**config.mk**
```make
export PLATFORM = sky130hd
export DESIGN_NAME = mpuart_rx
export DESIGN_NICKNAME = d
export VERILOG_FILES = /design/src/rtl/mpu_rx_pkg.sv /design/src/rtl/mpu_rx_sync.sv /design/src/rtl/mpu_rx_deser.sv /design/src/rtl/mpu_rx_regfile.sv /design/src/rtl/mpuart_rx.sv
export SDC_FILE = /design/constraint.sdc
export NUM_CORES = 1
export LEC_CHECK = 0
export BUFFER_PORTS_ARGS = -buffer_cell sky130_fd_sc_hd__buf_2
export CORE_UTILIZATION = 60
export CTS_CLUSTER_SIZE = 14
export DETAILED_ROUTE_END_ITERATION = 10
export MAX_ROUTING_LAYER = met4
export PLACE_DENSITY = 0.88
export SYNTH_ARGS = -nofsm -noshare
export SYNTH_HDL_FRONTEND = slang
export SYNTH_HIERARCHICAL = 1
export SYNTH_SLANG_ARGS = --single-unit
```
**constraint.sdc**
```tcl
create_clock -name clk -period 2.75 [get_ports clk]
set_clock_uncertainty 0.1 [all_clocks]
set_input_delay 0.275 -clock clk [delete_from_list [all_inputs] [get_ports clk]]
set_output_delay 0.275 -clock clk [all_outputs]
set_load 0.02 [all_outputs]
```
**src/rtl/mpu_rx_pkg.sv**
```systemverilog
`timescale 1ns/1ps
package mpu_rx_pkg;
  localparam int BYTE_W = 8;

  // register map
  localparam logic [1:0] A_CTRL = 2'd0;
  localparam logic [1:0] A_FMT  = 2'd1;
  localparam logic [1:0] A_DATA = 2'd2;
  localparam logic [1:0] A_STAT = 2'd3;

  // control register bit positions
  localparam int CB_WAKE  = 7;
  localparam int CB_RXEN  = 6;
  localparam int CB_TXEN  = 5;
  localparam int CB_SPARE = 4;
  localparam int CB_MARK  = 3;
  localparam int CB_LEN8  = 2;
  localparam int CB_PAR   = 1;
  localparam int CB_STOP2 = 0;

  typedef enum logic [2:0] {
    ST_IDLE, ST_START, ST_DATA, ST_EXTRA, ST_STOP, ST_STOP2
  } rx_state_e;

  typedef struct packed {
    logic [BYTE_W-1:0] data;
    logic              mark;
    logic              ferr;
    logic              perr;
  } rx_frame_t;
endpackage

```
**src/rtl/mpu_rx_sync.sv**
```systemverilog
`timescale 1ns/1ps
module mpu_rx_sync #(
  parameter int STAGES = 2
) (
  input  logic clk,
  input  logic rst,
  input  logic din,
  output logic dout
);
  logic [STAGES-1:0] pipe_q;

  always_ff @(posedge clk) begin
    if (rst) pipe_q <= '1;
    else     pipe_q <= {pipe_q[STAGES-2:0], din};
  end

  assign dout = pipe_q[STAGES-1];
endmodule

```
**src/rtl/mpu_rx_deser.sv**
```systemverilog
`timescale 1ns/1ps
module mpu_rx_deser
  import mpu_rx_pkg::*;
#(
  parameter int OVS = 16
) (
  input  logic      clk,
  input  logic      rst,
  input  logic      tick,
  input  logic      rxd,
  input  logic      en,
  input  logic      len8,
  input  logic      par_en,
  input  logic      mp_fmt,
  input  logic      stop2,
  output logic      done,
  output rx_frame_t frame
);
  localparam int CW = $clog2(OVS);
  localparam int BW = $clog2(BYTE_W);
  localparam logic [CW-1:0] MID  = CW'(OVS/2 - 1);
  localparam logic [CW-1:0] LAST = CW'(OVS - 1);

  rx_state_e         st;
  logic [CW-1:0]     cnt;
  logic [BW-1:0]     bidx;
  logic [BYTE_W-1:0] sh;
  logic              xbit;

  logic [BW-1:0]     last_bit;
  logic              at_end;
  logic              extra_en;
  logic [BYTE_W-1:0] word;

  assign last_bit = len8 ? BW'(BYTE_W-1) : BW'(BYTE_W-2);
  assign at_end   = tick && (cnt == LAST);
  assign extra_en = par_en | mp_fmt;
  assign word     = len8 ? sh : {1'b0, sh[BYTE_W-1:1]};

  always_ff @(posedge clk) begin
    if (rst) begin
      st    <= ST_IDLE;
      cnt   <= '0;
      bidx  <= '0;
      sh    <= '0;
      xbit  <= 1'b0;
      done  <= 1'b0;
      frame <= '0;
    end else begin
      done <= 1'b0;
      if (!en) begin
        st  <= ST_IDLE;
        cnt <= '0;
      end else begin
        unique case (st)
          ST_IDLE: begin
            if (tick && !rxd) begin
              st  <= ST_START;
              cnt <= '0;
            end
          end
          ST_START: begin
            if (tick) begin
              if (cnt == MID) begin
                cnt  <= '0;
                bidx <= '0;
                st   <= rxd ? ST_IDLE : ST_DATA;
              end else begin
                cnt <= cnt + 1'b1;
              end
            end
          end
          ST_DATA: begin
            if (at_end) begin
              cnt  <= '0;
              sh   <= {rxd, sh[BYTE_W-1:1]};
              bidx <= bidx + 1'b1;
              if (bidx == last_bit) st <= extra_en ? ST_EXTRA : ST_STOP;
            end else if (tick) begin
              cnt <= cnt + 1'b1;
            end
          end
          ST_EXTRA: begin
            if (at_end) begin
              cnt  <= '0;
              xbit <= rxd;
              st   <= ST_STOP;
            end else if (tick) begin
              cnt <= cnt + 1'b1;
            end
          end
          ST_STOP: begin
            if (at_end) begin
              cnt        <= '0;
              done       <= 1'b1;
              frame.data <= word;
              frame.mark <= mp_fmt & xbit;
              frame.ferr <= ~rxd;
              frame.perr <= par_en & ~mp_fmt & (xbit ^ (^word));
              st         <= stop2 ? ST_STOP2 : ST_IDLE;
            end else if (tick) begin
              cnt <= cnt + 1'b1;
            end
          end
          ST_STOP2: begin
            if (at_end) begin
              cnt <= '0;
              st  <= ST_IDLE;
            end else if (tick) begin
              cnt <= cnt + 1'b1;
            end
          end
          default: st <= ST_IDLE;
        endcase
      end
    end
  end

  // a cleared enable parks the receiver in idle with no completion
  assert_abort_idle_R11: assert property (@(posedge clk) disable iff (rst)
    !en |=> (st == ST_IDLE && !done))
    else $error("receiver not idle after enable cleared");

  // a completion only follows a tick seen in the stop-bit state
  assert_done_on_tick_R2: assert property (@(posedge clk) disable iff (rst)
    done |-> ($past(tick) && $past(st) == ST_STOP))
    else $error("frame completion outside stop-bit sampling");
endmodule

```
**src/rtl/mpu_rx_regfile.sv**
```systemverilog
`timescale 1ns/1ps
module mpu_rx_regfile
  import mpu_rx_pkg::*;
(
  input  logic              clk,
  input  logic              rst,
  input  logic [1:0]        reg_addr,
  input  logic              reg_wr,
  input  logic              reg_rd,
  input  logic [BYTE_W-1:0] reg_wdata,
  output logic [BYTE_W-1:0] reg_rdata,
  input  logic              done,
  input  rx_frame_t         frame,
  output logic              en,
  output logic              len8,
  output logic              par_en,
  output logic              stop2,
  output logic              mp_fmt,
  output logic              rx_ready,
  output logic              err_overrun,
  output logic              err_framing,
  output logic              err_parity
);
  logic              wake_q, rxen_q, txen_q, spare_q, fmt_q;
  logic [2:0]        mode_q;
  logic [BYTE_W-1:0] data_q;
  logic              mark_q, ready_q, ovr_q, fe_q, pe_q;

  logic wr_ctrl, consume, clr_err, drop, take, room;

  assign wr_ctrl = reg_wr && (reg_addr == A_CTRL);
  assign consume = reg_rd && (reg_addr == A_DATA);
  assign clr_err = wr_ctrl && !reg_wdata[CB_MARK];
  assign drop    = fmt_q && wake_q && !frame.mark;
  assign take    = done && !drop;
  assign room    = !ready_q || consume;

  always_ff @(posedge clk) begin
    if (rst) begin
      wake_q    <= 1'b0;
      rxen_q    <= 1'b0;
      txen_q    <= 1'b0;
      spare_q   <= 1'b0;
      mode_q    <= '0;
      fmt_q     <= 1'b0;
      data_q    <= '0;
      mark_q    <= 1'b0;
      ready_q   <= 1'b0;
      ovr_q     <= 1'b0;
      fe_q      <= 1'b0;
      pe_q      <= 1'b0;
      reg_rdata <= '0;
    end else begin
      if (wr_ctrl) begin
        wake_q  <= reg_wdata[CB_WAKE];
        rxen_q  <= reg_wdata[CB_RXEN];
        txen_q  <= reg_wdata[CB_TXEN];
        spare_q <= reg_wdata[CB_SPARE];
        mode_q  <= reg_wdata[2:0];
      end
      if (reg_wr && reg_addr == A_FMT) fmt_q <= reg_wdata[0];

      if (clr_err) begin
        ovr_q <= 1'b0;
        fe_q  <= 1'b0;
        pe_q  <= 1'b0;
      end
      if (consume) ready_q <= 1'b0;

      if (take) begin
        if (room) begin
          data_q  <= frame.data;
          mark_q  <= frame.mark;
          ready_q <= 1'b1;
          if (frame.ferr) fe_q <= 1'b1;
          if (frame.perr) pe_q <= 1'b1;
        end else begin
          ovr_q <= 1'b1;
        end
      end

      if (reg_rd) begin
        unique case (reg_addr)
          A_CTRL:  reg_rdata <= {wake_q, rxen_q, txen_q, spare_q, mark_q, mode_q};
          A_FMT:   reg_rdata <= {{(BYTE_W-1){1'b0}}, fmt_q};
          A_DATA:  reg_rdata <= data_q;
          default: reg_rdata <= {4'b0, pe_q, fe_q, ovr_q, ready_q};
        endcase
      end
    end
  end

  assign en          = rxen_q;
  assign len8        = mode_q[CB_LEN8];
  assign par_en      = mode_q[CB_PAR];
  assign stop2       = mode_q[CB_STOP2];
  assign mp_fmt      = fmt_q;
  assign rx_ready    = ready_q;
  assign err_overrun = ovr_q;
  assign err_framing = fe_q;
  assign err_parity  = pe_q;

  // an accepted frame leaves a byte waiting
  assert_ready_set_R5: assert property (@(posedge clk) disable iff (rst)
    (done && !drop) |=> ready_q)
    else $error("accepted frame did not raise ready");

  // a filtered frame leaves data and marker readback untouched
  assert_discard_keeps_R7: assert property (@(posedge clk) disable iff (rst)
    (done && drop) |=> ($stable(data_q) && $stable(mark_q)))
    else $error("filtered frame changed stored state");

  // a frame landing on an unread byte keeps the old byte and flags overrun
  assert_overrun_keep_R9: assert property (@(posedge clk) disable iff (rst)
    (done && !drop && ready_q && !consume) |=> (ovr_q && $stable(data_q)))
    else $error("overrun handling wrong");

  // a clearing write with no concurrent acceptance empties the error flags
  assert_err_clear_R10: assert property (@(posedge clk) disable iff (rst)
    (clr_err && !take) |=> !(ovr_q || fe_q || pe_q))
    else $error("error flags survived clear");

  // a read on the completion edge makes room without overrun
  assert_read_race_R12: assert property (@(posedge clk) disable iff (rst)
    (take && ready_q && consume && !clr_err) |=> (ready_q && $stable(ovr_q)))
    else $error("coincident read and completion mishandled");
endmodule

```
**src/rtl/mpuart_rx.sv**
```systemverilog
`timescale 1ns/1ps
module mpuart_rx
  import mpu_rx_pkg::*;
#(
  parameter int OVS         = 16,
  parameter int SYNC_STAGES = 2
) (
  input  logic       clk,
  input  logic       rst,
  input  logic       tick,
  input  logic       rx_in,
  input  logic [1:0] reg_addr,
  input  logic       reg_wr,
  input  logic       reg_rd,
  input  logic [7:0] reg_wdata,
  output logic [7:0] reg_rdata,
  output logic       rx_ready,
  output logic       err_overrun,
  output logic       err_framing,
  output logic       err_parity
);
  logic      rxd;
  logic      en, len8, par_en, stop2, mp_fmt;
  logic      done;
  rx_frame_t frame;

  mpu_rx_sync #(.STAGES(SYNC_STAGES)) u_sync (
    .clk  (clk),
    .rst  (rst),
    .din  (rx_in),
    .dout (rxd)
  );

  mpu_rx_deser #(.OVS(OVS)) u_deser (
    .clk    (clk),
    .rst    (rst),
    .tick   (tick),
    .rxd    (rxd),
    .en     (en),
    .len8   (len8),
    .par_en (par_en),
    .mp_fmt (mp_fmt),
    .stop2  (stop2),
    .done   (done),
    .frame  (frame)
  );

  mpu_rx_regfile u_regs (
    .clk         (clk),
    .rst         (rst),
    .reg_addr    (reg_addr),
    .reg_wr      (reg_wr),
    .reg_rd      (reg_rd),
    .reg_wdata   (reg_wdata),
    .reg_rdata   (reg_rdata),
    .done        (done),
    .frame       (frame),
    .en          (en),
    .len8        (len8),
    .par_en      (par_en),
    .stop2       (stop2),
    .mp_fmt      (mp_fmt),
    .rx_ready    (rx_ready),
    .err_overrun (err_overrun),
    .err_framing (err_framing),
    .err_parity  (err_parity)
  );
endmodule

```
# Word-level counts from Yosys, hierarchy flattened

Index checks and enable logic that the tools add are counted.

Memories kept: 0
Input bits: 16
Logic and storage cells: 124
Output and inout port bits: 12
Bits in registers: 62
ROM bits: 0
Bits in latches: 0
Bits in writable memories: 0

Divide/modulo/power cells: 0
Magnitude comparators: 0
Shifts and indexed selects: 0
Bitwise logic cells: 9
Reduce and logical (&&, ||, !) cells: 30
Multiply operators: 0
Equality and inequality tests: 19
Mux-type cells: 40
$add $sub $neg: 2

Operators with widths:

| cell                  | count |
|---|---|
| $mux W3               | 13 |
| $pmux W8 S3           | 1 |
| $mux W4               | 5 |
| $pmux W3 S6           | 1 |
| $mux W1               | 16 |
| $ne A2 B1 Y1 const B  | 7 |
| $pmux W4 S3           | 1 |
| $logic_and A1 B1 Y1   | 9 |
| $reduce_and A3 Y1     | 3 |
| $mux W8               | 1 |
| $reduce_and A8 Y1     | 1 |
| $reduce_xor A8 Y1     | 1 |
| $eq A3 B2 Y1 const B  | 2 |
| $eq A3 B3 Y1 const B  | 2 |
| $pmux W3 S2           | 1 |
| $logic_not A1 Y1      | 5 |
| $reduce_and A5 Y1     | 1 |
| $add A4 B1 Y4 const B | 1 |
| $eq A4 B3 Y1 const B  | 1 |
| $eq A4 B4 Y1 const B  | 1 |
| $not A1 Y1            | 4 |
| $reduce_and A4 Y1     | 1 |
| $reduce_or A4 Y1      | 1 |
| $add A3 B1 Y3 const B | 1 |
| other kinds (18)      | 20 |

# Longest topological paths before layout

Depth in word-level cells: 7
Depth in mapped cells: 7
Gate-level depth less buffers: 6

# By module

Netlist, hierarchy kept.

Modules (own cells, without submodules):

| module         | cells each | seq. area each (um^2) | area an instance (um^2) | instances |
|---|---|---|---|---|
| mpu_rx_deser   | 191        | 620.6                 | 1,597.8                 | 1 |
| mpu_rx_regfile | 136        | 580.6                 | 1,272.5                 | 1 |
| mpu_rx_sync    | 4          | 40.0                  | 52.6                    | 1 |

# Least setup slack after synthesis

OpenSTA, ideal clock, no wires.

Kind: reg2reg
Start: register u_deser.cnt[0]
End: register u_deser.sh[0]
Stages on the path, launching flop included: 7
Setup time: 0.132 ns
Slack: 1.018 ns
Period minus slack after synthesis: 1.732 ns
Buffers on the path: 0
Required time: 2.518 ns
Data arrival time: 1.500 ns
Cell sequence: dfxtp_1 > ha_1 > nand4_1 > nor2_1 > nand2_1 > nand2_1 > a21oi_1

Longest elaborated chain between the ends: 3

Ends and longest elaborated chain:

| element                     | RTL line           | text |
|---|---|---|
| start, declared             | mpu_rx_deser.sv:25 | `logic [CW-1:0] cnt;` |
| start signal, assigned      | mpu_rx_deser.sv:69 | `cnt <= cnt + 1'b1;` |
| start signal, assigned      | mpu_rx_deser.sv:80 | `cnt <= cnt + 1'b1;` |
| start signal, assigned      | mpu_rx_deser.sv:89 | `cnt <= cnt + 1'b1;` |
| $eq A4 B4 Y1                | mpu_rx_deser.sv:36 | `assign at_end = tick && (cnt == LAST);` |
| $logic_and A1 B1 Y1         | mpu_rx_deser.sv:36 |  |
| $reduce_and A3 Y1 (no line) | --                 |  |
| end signal, assigned        | mpu_rx_deser.sv:76 | `sh <= {rxd, sh[BYTE_W-1:1]};` |
| end, declared               | mpu_rx_deser.sv:27 | `logic [BYTE_W-1:0] sh;` |

No other way between the ends.
A chain may end at the register's enable or synchronous reset.

# Worst setup path after layout

Start: register u_deser.st[2]
End: register u_deser.st[1]

Longest elaborated chain between the ends: 3
Elaborated cells between the ends (all ways): 16
Those cells by class: eq/ne: 13; mux: 1; reduce/logical: 2

Ends and longest elaborated chain:

| element                                                       | RTL line            | text |
|---|---|---|
| start, declared                                               | mpu_rx_deser.sv:24  | `rx_state_e st;` |
| start signal, assigned                                        | mpu_rx_deser.sv:67  | `st <= rxd ? ST_IDLE : ST_DATA;` |
| start signal, assigned                                        | mpu_rx_deser.sv:78  | `if (bidx == last_bit) st <= extra_en ? ST_EXTRA : ST_STOP;` |
| start signal, assigned                                        | mpu_rx_deser.sv:100 | `st <= stop2 ? ST_STOP2 : ST_IDLE;` |
| $eq A3 B3 Y1 (tied with other cells)                          | mpu_rx_deser.sv:55  | `unique case (st)` |
| $ne A2 B1 Y1 (no line) / $ne A2 B2 Y1 (equally long branches) | --                  |  |
| $reduce_and A8 Y1 (no line)                                   | --                  |  |

Parallel ways exist; a longest one is shown, timed or not.

==> results.yml <==
finish:
  layout_common_cells: "dfxtp_1 (62), nand2_1 (43), nor2_1 (40)"
  antennaDiodeCount: 0
  syn_to_final_growth_pct: 11.8
  register_area_sq_um: 1240
  num-nets-final: 371
  finalNonFillerCells: 412
  multi_input_area_sq_um: 1550
  drive_gt1_share_pct: 17.0
  nFillCells: 362
  final_common_cell: "dfxtp_1"
placement:
  hpwlAfterDp_mm: 4.09
  place_congestion: 0.882
  dp_cells: 395
  io_buffers: 27
global_route:
  grt_start_max_net_pins: 45
  grt_pass1_wl_mm: 10.2
  grt_pass1_vias: 2207
  antenna_found_initial: 0
  grt_overflow: 0
  grt.total_usage_pct: 26.6
die:
  dieWidth_um: 71.8
  io_pins: 28
  core_sq_um: 4690
  initial_core_util_pct: 62.3
  row_count: 25
  design.die.area_sq_um: 5150
  dieHeight_um: 71.8
clock_network:
  insertion_delay_ns: 0.34
  clockBufferDepth: 2
  cts_tree: "done"
  cts.clk_slew.worst_paths_ns: 0.07
  holdBufCountCts: 1
  cts_setup_buffers: 0
  cts.sinks: 62
  htreeDepth: 3
  cts-root-buf: "clkbuf_8"
  cts_buffers: 9
  cts_resized: 0
yosys:
  yosys_warnings: 6
  synth_area_leader_cell: "dfxtp_1"
  yosysSeqAreaShare_pct: 42.5
  async_flop_share_pct: 0
  ys_seq_elements: 62
  syn_area_sq_um: 2920
  synth.distinct_cells: 53
  yosysTopAreaCellShare_pct: 42.5
  postSynthCellCount: 331
  synth_fp_nets: 349
  synth_flop_cell: "dfxtp_1"
  synth_edf_count: 0
  avgSynthCellArea_sq_um: 8.83
  yosys-top-cells-area: "dfxtp_1 (42%), mux2i_1 (8.2%), nand2_1 (5.5%)"
hold_path:
  min_path_type: "in -> reg"
  min_from: "rst"
setup_path:
  arrival_ns: 2.22
  cp.required_ns: 2.89
  r2r_start: "u_deser/st[2]$_SDFFE_PP0P_"
  startpoint: "u_deser/st[2]$_SDFFE_PP0P_"
  path_max_fanout: 12
  end_kind: "flip-flop"
  critPathKind: "reg -> reg"
  start_kind: "flip-flop"
power:
  power_density_nw_per_um2: 574
  irDropWorstVdd_mv: 0.358
  leakagePower_nw: 1.22
detailed_routing:
  viasPerCell: 5.92
  drc_errors: 0
  routedWlPerCell_um: 15.0
  initialDrtViolationCount: 156
  first_pass_iters: 4
  vias: 2437
  wirelength_mm: 6.19
  postRouteAntennaNets: 0
flow_run:
  maxCapViolCount: 0
timing:
  rsz0062_at_grt: "no"
  slew-limit-headroom_pct: 57.1
  tightest_slew_ns: 0.643
  drv_slew: 0
  final-setup-viol-count: 0
  fin_tns_setup_ns: 0
  finalCritPeriodShare_pct: 75.9
  fin_crit_ns: 2.09
  fin_hold_ws_ns: 0.0578
  hold_viol_final: 0
  max_freq_ghz: 0.479
run_status:
  status: "complete, no violations"
==> per-layer routing <==
layer / global-route usage [%] / routed length [um]
met1: 32.6 / 2780
met2: 41.5 / 2970
met3: 6.47 / 339
met4: 12.4 / 97
met5: - / 0
==> registers in the layout, indices dropped and copies added (netlist names), 2 cells and up <==
name              flops
u_sync/pipe_q         2
u_deser/st            3
u_regs/data_q         8
u_regs/reg_rdata      8
u_deser/frame        11
u_deser/cnt           4
u_deser/bidx          3
u_regs/mode_q         3
u_deser/sh            8
==> area by class of cell <==
class,instances,share of cell area (%)
Multi-Input combinational cell,244,47.4
Sequential cell,62,38.0
Timing Repair Buffer,32,5.36
Clock buffer,9,3.79
Clock inverter,7,2.99
Tap cell,54,2.07
Inverter,4,0.459
==> per-stage QoR <==
step	power [mW]	util, %	instance area [sq um]	setup WS, ns
5_1_grt	1.94	69.7	3270	0.554
3_3_place_gp	1.00	64.7	3040	0.830
2_1_floorplan	0.980	-	2920	1.02
3_5_place_dp	1.00	64.7	3040	0.671
4_1_cts	1.89	69.7	3270	0.665
6_report	1.88	69.7	3270	0.664
==> cells in the mapped netlist, drive strengths merged (4+ instances only) <==
cell type / n
dfxtp: 62
clkbuf: 9
nor2: 40
nor2b: 6
nand3b: 6
buf: 12
a211oi: 7
xnor2: 8
mux2i: 24
inv: 4
nand2: 43
nand3: 16
nand2b: 5
a21oi: 28
mux2: 7
a311oi: 4
o21ai: 7
==> power by group <==
part / switching, mW / leakage, nW / internal (mW)
clock: 0.378 / 0.106 / 0.513
combinational: 0.0464 / 0.618 / 0.0276
sequential: 0.00690 / 0.501 / 0.905
==> worst paths after layout <==
path,end,slack (ns),depth (start not counted)
setup / recovery,u_deser/st[1]$_SDFFE_PP0P_,0.66,5
hold / removal,u_sync/pipe_q[0]$_SDFF_PP1_,0.06,2
setup reg to reg,u_deser/st[1]$_SDFFE_PP0P_,0.66,5
hold reg to reg,u_sync/pipe_q[1]$_SDFF_PP1_,0.33,1
==> kinds of logic (layout without fill, tap and decap cells) <==
logic type               count (synthesis)  count (layout)  share of synthesized area, %
AND/OR/NAND/NOR                        138             138                          22.9
AO/OA/AOI/OAI                           63              63                          14.8
flip-flops                              62              62                          42.5
multiplexers                            32              32                          11.7
buffers and inverters                   25              52                          4.58
XOR/XNOR                                 9               9                          2.70
adder cells (fa/ha/maj)                  2               2                         0.856
==> worst max-delay path, cell delays in order, from the launching register on <==
cell and delay [ns]:
dfxtp_1 0.55, nand2b_1 0.24, nor2_1 0.09, o41ai_2 0.57
nand2_1 0.10, o41ai_1 0.33
Note: power is estimated with default switching activity, not from simulation.
